<file path="src/rtl/ppsq_pkg.sv">
package ppsq_pkg;
  typedef enum logic [2:0] {
    ST_OFF   = 3'd0,
    ST_UP    = 3'd1,
    ST_ON    = 3'd2,
    ST_BLOFF = 3'd3,
    ST_DOWN  = 3'd4,
    ST_CYCLE = 3'd5
  } seq_state_t;

  localparam logic [15:0] UNLOCK_KEY = 16'hABCD;
  localparam int B_TARGET = 0;
  localparam int B_PRST   = 1;
  localparam int B_BLEN   = 2;
  localparam int B_FVDD   = 3;
  localparam logic [3:0] PROT_MASK = 4'b1011;
endpackage

</file>
<file path="src/rtl/ppsq_tick.sv">
module ppsq_tick #(
  parameter int DIV = 100
) (
  input  logic clk,
  input  logic rst_n,
  output logic tick
);
  generate
    if (DIV <= 1) begin : g_every
      assign tick = 1'b1;
    end else begin : g_div
      localparam int CW = $clog2(DIV);
      localparam logic [CW-1:0] LAST = CW'(DIV - 1);
      logic [CW-1:0] cnt_q, cnt_d;

      always_comb cnt_d = (cnt_q == LAST) ? '0 : cnt_q + 1'b1;

      always_ff @(posedge clk or negedge rst_n) begin
        if (!rst_n) cnt_q <= '0;
        else        cnt_q <= cnt_d;
      end

      assign tick = (cnt_q == LAST);
    end
  endgenerate
endmodule

</file>
<file path="src/rtl/ppsq_ctrl_reg.sv">
module ppsq_ctrl_reg
  import ppsq_pkg::*;
(
  input  logic        clk,
  input  logic        rst_n,
  input  logic        wr_ctrl,
  input  logic [15:0] wr_key,
  input  logic [3:0]  wr_bits,
  input  logic        hw_clr_fvdd,
  input  logic        hw_set_fvdd,
  input  logic        hw_clr_prst,
  output logic [3:0]  ctrl_q
);
  logic       key_ok;
  logic       upd_en;
  logic [3:0] merged;
  logic [3:0] ctrl_d;

  always_comb begin
    key_ok = (wr_key == UNLOCK_KEY);
    merged = key_ok ? wr_bits
                    : ((wr_bits & ~PROT_MASK) | (ctrl_q & PROT_MASK));
    ctrl_d = wr_ctrl ? merged : ctrl_q;
    // sequencer updates take priority over a same-cycle software write
    if (hw_clr_fvdd) ctrl_d[B_FVDD] = 1'b0;
    if (hw_set_fvdd) ctrl_d[B_FVDD] = 1'b1;
    if (hw_clr_prst) ctrl_d[B_PRST] = 1'b0;
    upd_en = wr_ctrl | hw_clr_fvdd | hw_set_fvdd | hw_clr_prst;
  end

  always_ff @(posedge clk or negedge rst_n) begin
    if (!rst_n)      ctrl_q <= '0;
    else if (upd_en) ctrl_q <= ctrl_d;
  end
endmodule

</file>
<file path="src/rtl/ppsq_fsm.sv">
module ppsq_fsm
  import ppsq_pkg::*;
#(
  parameter int DLY_W = 8,
  parameter int TO_W  = 12
) (
  input  logic             clk,
  input  logic             rst_n,
  input  logic             tick,
  input  logic             target,
  input  logic             prst,
  input  logic [DLY_W-1:0] dly_up,
  input  logic [DLY_W-1:0] dly_bl_off,
  input  logic [DLY_W-1:0] dly_down,
  input  logic [DLY_W-1:0] dly_cycle,
  input  logic [TO_W-1:0]  max_ticks,
  input  logic             clr_tout,
  output seq_state_t       state_q,
  output logic             seq_vdd,
  output logic             on_flag,
  output logic             busy,
  output logic             enter_on,
  output logic             leave_rst,
  output logic             enter_off,
  output logic             tout_q
);
  seq_state_t       st_d;
  logic [DLY_W-1:0] cnt_q, cnt_d, ld_val;
  logic             load, done, cnt_en;
  logic [TO_W-1:0]  tcnt_q, tcnt_d;
  logic             tout_set, tout_d;

  always_comb begin
    st_d   = state_q;
    load   = 1'b0;
    ld_val = '0;
    done   = tick && (cnt_q == '0);
    unique case (state_q)
      ST_OFF:   if (target) begin st_d = ST_UP; load = 1'b1; ld_val = dly_up; end
      ST_UP:    if (done) st_d = ST_ON;
      ST_ON:    if (!target || prst) begin st_d = ST_BLOFF; load = 1'b1; ld_val = dly_bl_off; end
      ST_BLOFF: if (done) begin st_d = ST_DOWN; load = 1'b1; ld_val = dly_down; end
      ST_DOWN:  if (done) begin st_d = ST_CYCLE; load = 1'b1; ld_val = dly_cycle; end
      ST_CYCLE: if (done) st_d = ST_OFF;
      default:  st_d = ST_OFF;
    endcase
    cnt_en = load | tick;
    cnt_d  = load ? ld_val : ((cnt_q != '0) ? cnt_q - 1'b1 : cnt_q);
  end

  always_comb begin
    enter_on  = (state_q == ST_UP) && (st_d == ST_ON);
    leave_rst = (state_q == ST_ON) && (st_d == ST_BLOFF) && prst;
    enter_off = (state_q == ST_CYCLE) && (st_d == ST_OFF);
    busy      = (state_q != ST_OFF) && (state_q != ST_ON);
    seq_vdd   = (state_q == ST_UP) || (state_q == ST_ON) || (state_q == ST_BLOFF);
    on_flag   = (state_q == ST_ON) || (state_q == ST_BLOFF) || (state_q == ST_DOWN);
    tcnt_d    = !busy ? '0
              : ((tick && tcnt_q != max_ticks) ? tcnt_q + 1'b1 : tcnt_q);
    tout_set  = busy && tick && (tcnt_q == max_ticks);
    tout_d    = tout_set ? 1'b1 : (clr_tout ? 1'b0 : tout_q);
  end

  always_ff @(posedge clk or negedge rst_n) begin
    if (!rst_n) begin
      state_q <= ST_OFF;
      cnt_q   <= '0;
      tcnt_q  <= '0;
      tout_q  <= 1'b0;
    end else begin
      state_q <= st_d;
      if (cnt_en) cnt_q <= cnt_d;
      tcnt_q  <= tcnt_d;
      tout_q  <= tout_d;
    end
  end
endmodule

</file>
<file path="src/rtl/panel_pwr_seq.sv">
module panel_pwr_seq
  import ppsq_pkg::*;
#(
  parameter int TICK_DIV = 100,
  parameter int DLY_W    = 8,
  parameter int TO_W     = 12
) (
  input  logic             clk,
  input  logic             rst_n,
  input  logic             wr_en,
  input  logic             wr_sel,
  input  logic [31:0]      wr_data,
  input  logic [DLY_W-1:0] dly_up,
  input  logic [DLY_W-1:0] dly_bl_off,
  input  logic [DLY_W-1:0] dly_down,
  input  logic [DLY_W-1:0] dly_cycle,
  input  logic [TO_W-1:0]  max_ticks,
  output logic [31:0]      ctrl_rd,
  output logic [31:0]      status,
  output logic             panel_vdd,
  output logic             backlight_en
);
  logic       tick;
  logic [3:0] ctrl_q;
  seq_state_t state_q;
  logic       seq_vdd, on_flag, busy, enter_on, leave_rst, enter_off, tout_q;
  logic       wr_ctrl, clr_tout;
  logic       unused_wr_bits;

  assign wr_ctrl        = wr_en && !wr_sel;
  assign clr_tout       = wr_en && wr_sel && wr_data[2];
  assign unused_wr_bits = ^wr_data[15:4];

  ppsq_tick #(.DIV(TICK_DIV)) u_tick (
    .clk  (clk),
    .rst_n(rst_n),
    .tick (tick)
  );

  ppsq_ctrl_reg u_ctrl (
    .clk        (clk),
    .rst_n      (rst_n),
    .wr_ctrl    (wr_ctrl),
    .wr_key     (wr_data[31:16]),
    .wr_bits    (wr_data[3:0]),
    .hw_clr_fvdd(enter_on),
    .hw_set_fvdd(enter_off),
    .hw_clr_prst(leave_rst),
    .ctrl_q     (ctrl_q)
  );

  ppsq_fsm #(.DLY_W(DLY_W), .TO_W(TO_W)) u_fsm (
    .clk       (clk),
    .rst_n     (rst_n),
    .tick      (tick),
    .target    (ctrl_q[B_TARGET]),
    .prst      (ctrl_q[B_PRST]),
    .dly_up    (dly_up),
    .dly_bl_off(dly_bl_off),
    .dly_down  (dly_down),
    .dly_cycle (dly_cycle),
    .max_ticks (max_ticks),
    .clr_tout  (clr_tout),
    .state_q   (state_q),
    .seq_vdd   (seq_vdd),
    .on_flag   (on_flag),
    .busy      (busy),
    .enter_on  (enter_on),
    .leave_rst (leave_rst),
    .enter_off (enter_off),
    .tout_q    (tout_q)
  );

  assign ctrl_rd      = {28'd0, ctrl_q};
  assign status       = {25'd0, state_q, 1'b0, tout_q, busy, on_flag};
  assign panel_vdd    = seq_vdd | ctrl_q[B_FVDD];
  assign backlight_en = (state_q == ST_ON) && ctrl_q[B_BLEN];
endmodule

</file>
<file path="config.mk">
export PLATFORM = sky130hd
export DESIGN_NAME = panel_pwr_seq
export DESIGN_NICKNAME = d
export VERILOG_FILES = /design/src/rtl/ppsq_pkg.sv /design/src/rtl/ppsq_tick.sv /design/src/rtl/ppsq_ctrl_reg.sv /design/src/rtl/ppsq_fsm.sv /design/src/rtl/panel_pwr_seq.sv
export SDC_FILE = /design/constraint.sdc
export NUM_CORES = 1
export LEC_CHECK = 0
export ABC_AREA = 1
export BUFFER_PORTS_ARGS = -buffer_cell sky130_fd_sc_hd__buf_4
export CORE_MARGIN = 2
export CORE_UTILIZATION = 45
export CTS_BUF_LIST = sky130_fd_sc_hd__clkbuf_8 sky130_fd_sc_hd__clkbuf_16
export DETAILED_ROUTE_END_ITERATION = 6
export PLACE_DENSITY = 0.77
export SLEW_MARGIN = 15
export SYNTH_ARGS = -nofsm -noshare
export SYNTH_HDL_FRONTEND = slang
export SYNTH_SLANG_ARGS = --single-unit
</file>
<file path="constraint.sdc">
create_clock -name clk -period 1.9 [get_ports clk]
set_input_delay 0.38 -clock clk [delete_from_list [all_inputs] [get_ports clk]]
set_output_delay 0.38 -clock clk [all_outputs]
set_load 0.02 [all_outputs]
</file>
==> metrics.cfg <==
[finish]
diodes = 0
fin_nets = 628
fillers = 686
final_area_mm2 = 0.003807
final_cells = 641
area_growth_pct = 19.71
final_util_pct = 55.73
drive_above_1_share_pct = 24.40

[clocking]
cts.clk_slew.worst_paths_ps = 70
h-tree-depth = 2
cts_sinks = 35
clockRootBuffer = clkbuf_8
cts_hold_buf = 0
clk_latency_ps = 280
cts_buffers = 5
cts_buffer_depth = 2
cts_tree = yes

[place]
io_buffers = 79
placed_cells = 622
hpwl_mm = 5.511
place_congestion = 0.8867
dpl_cell_area_mm2 = 0.003620

[yosys]
ys_seq_elements = 35
ys.flop_type = dfrtp_1
synth_most_common_cell = nand2_1
syn_avg_cell_area_um2 = 6.944
syn_area_mm2 = 0.003181
synth_top_area_share_pct = 27.54
async_flop_share_pct = 100.0
yosysTopAreaCell = dfrtp_1
synth.distinct_cells = 33
ys_warn_count = 0
syn_inst = 458
synthTopCellsByCount = nand2_1 (111), buf_4 (60), nor2_1 (53)
synth_edf_count = 0
ys_seq_area_share_pct = 27.54
synth.area.top_cells = dfrtp_1 (28%), buf_4 (14%), nand2_1 (13%)

[critical_path]
critPathArrivalTime_ps = 1970
slowest_delay_ps = 370
critPathBufInv = 2
startpoint_type = flop
critical_path.top_delay_family = simple AND/OR/NAND/NOR gates
cp-end-kind = flop
slowest_stage = dfrtp_1
crit_fanout = 10
required_ps = 2080
crit_type = reg -> reg
cpMostUsedCell = nand2_1
crit_chain = ha_1, nand2_1, nor2_8, buf_4, nand3_4, nand3_4, nor2_4, buf_12, nand2_1, nand2_1

[power_and_ir_drop]
seqPwrFrac_pct = 47.9
power.internal_mw = 1.134
p_total_mw = 1.606
p_per_area_mw_per_mm2 = 421.9
p_clk_share_pct = 33.1
p_leak_nw = 2.124
power_switching_mw = 0.4727
netSwitchingFraction_pct = 29.43
comb_power_share_pct = 19.1
ir_drop_uv = 261.7

[global_routing]
grt_pass1_vias = 2771
grt.total_usage_pct = 18.88
grt-ovfl-total = 0
grt_pass1_wl_mm = 11.80
grt_max_degree = 36
antenna_found_initial = 0

[sta]
finalHoldViolations = 0
fin_skew_ps = 7.682
setup_viol = 0
slew_viol_final = 0
period_minus_slack_ps = 1793
period_share_pct = 94.37
hold_ws_ps = 33.39
fmax_mhz = 557.7

[floorplan]
core_area_mm2 = 0.006832
fp.dieH_um = 88.07
dieArea_mm2 = 0.007756
io_pins = 146
die_x_um = 88.07
initial_core_util_pct = 46.56
rows = 30

[detailed_routing]
route.detailed.drc = 0
wl_mm = 7.171
num_vias = 2961
post_drt_via_cell_ratio = 4.619
avgRoutedWirePerCell_um = 11.19
drt-initial-drc-count = 167
antenna_left = 0
first_pass_iters = 4

[job]
cap_violations = 0

[worst_hold_path]
hold_class = in -> async

[run_status]
run_status = completed

==> sequential cells by signal, indices dropped and copies added, names as in the netlist <==
name,flops
u_fsm.tcnt_q,12
u_fsm.cnt_q,8
u_tick.g_div.cnt_q,7
u_ctrl.ctrl_q,4
u_fsm.state_q,3
u_fsm.tout_q,1
==> area by class of cell <==
cell class                 instances  area, um^2  share of cell area [%]
clock buffer                       5       68.82                   1.807
clock inverter                     3       16.27                  0.4272
inverter                          57       214.0                   5.619
multi-input combinational        352        1799                   47.26
sequential                        35       878.3                   23.07
tap                               96       120.1                   3.155
timing repair buffer              93       710.7                   18.67
==> worst register-to-register path, delay by kind of cell (launching register included) <==
kind | cells | cell delay [ps]
fa+ha+maj | 1 | 210
buf+inv | 2 | 310
flops | 1 | 370
simple gates | 7 | 790
==> metal layers <==
metal / vias to the layer above / global-route usage [%] / routed length [um]
met5: - / 0 / 0
met4: 0 / 6.198 / 100
met3: 10 / 3.676 / 418
met2: 107 / 34.30 / 3712
met1: 1344 / 22.31 / 2940
li1: 1500 / - / -
==> worst paths after layout <==
check | slack (ps) | startpoint | to | depth (start not counted)
setup / recovery | 110 | u_tick.g_div.cnt_q[0] | u_fsm.cnt_q[3] | 10
max in group asynchronous | 1510 | rst_n | u_fsm.state_q[1] | 1
hold reg to reg | 460 | u_tick.g_div.cnt_q[0] | u_tick.g_div.cnt_q[0] | 1
setup reg to reg | 110 | u_tick.g_div.cnt_q[0] | u_fsm.cnt_q[3] | 10
hold / removal | 30 | rst_n | u_fsm.tout_q | 1
min in group clk | 320 | dly_down[0] | u_fsm.cnt_q[0] | 3
==> kinds of logic (layout without fill, tap and decap cells) <==
group	after synthesis	count (layout)	synth area share (%)
fa+ha+maj	4	4	1.574
other cells	1	54	0.1179
flops	35	35	27.54
buf+inv	125	158	22.54
xor+xnor	25	25	6.884
compound gates	25	25	4.524
simple gates	243	244	36.82
==> repair_timing <==
action	in CTS	in global routing
gates resized for setup	0	3
endpoints found under the hold margin	0	0
endpoints found under the setup margin	0	11
buffers inserted	0	10
==> power groups by stage <==
stage	logic [mW]	registers, mW	clock network, mW
2_1_floorplan	0.247	0.784	0
3_3_place_gp	0.302	0.783	0
3_5_place_dp	0.306	0.783	0
4_1_cts	0.307	0.769	0.547
5_1_grt	0.339	0.771	0.581
6_report	0.306	0.769	0.531
==> per-stage QoR <==
step	setup slack, ps	TNS [ps]
2_1_floorplan	191.0	0
5_1_grt	-3.567	-6.428
4_1_cts	27.66	0
3_5_place_dp	113.8	0
3_3_place_gp	168.9	0
6_report	106.9	0
==> cell usage in the layout (no fill, tap or decap), types with 7 or more instances in the layout <==
cell type | synthesis | routed
nand2_1 | 111 | 110
nand4_1 | 25 | 25
inv_1 | 50 | 51
o21ai_0 | 10 | 10
dfrtp_1 | 35 | 33
xor2_1 | 7 | 7
nor2_1 | 53 | 53
nand3_1 | 30 | 30
buf_4 | 60 | 92
inv_2 | 7 | 7
conb_1 | 1 | 54
a21oi_1 | 7 | 7
xnor2_1 | 18 | 18
No activity file was read; power rests on OpenSTA's default activity.
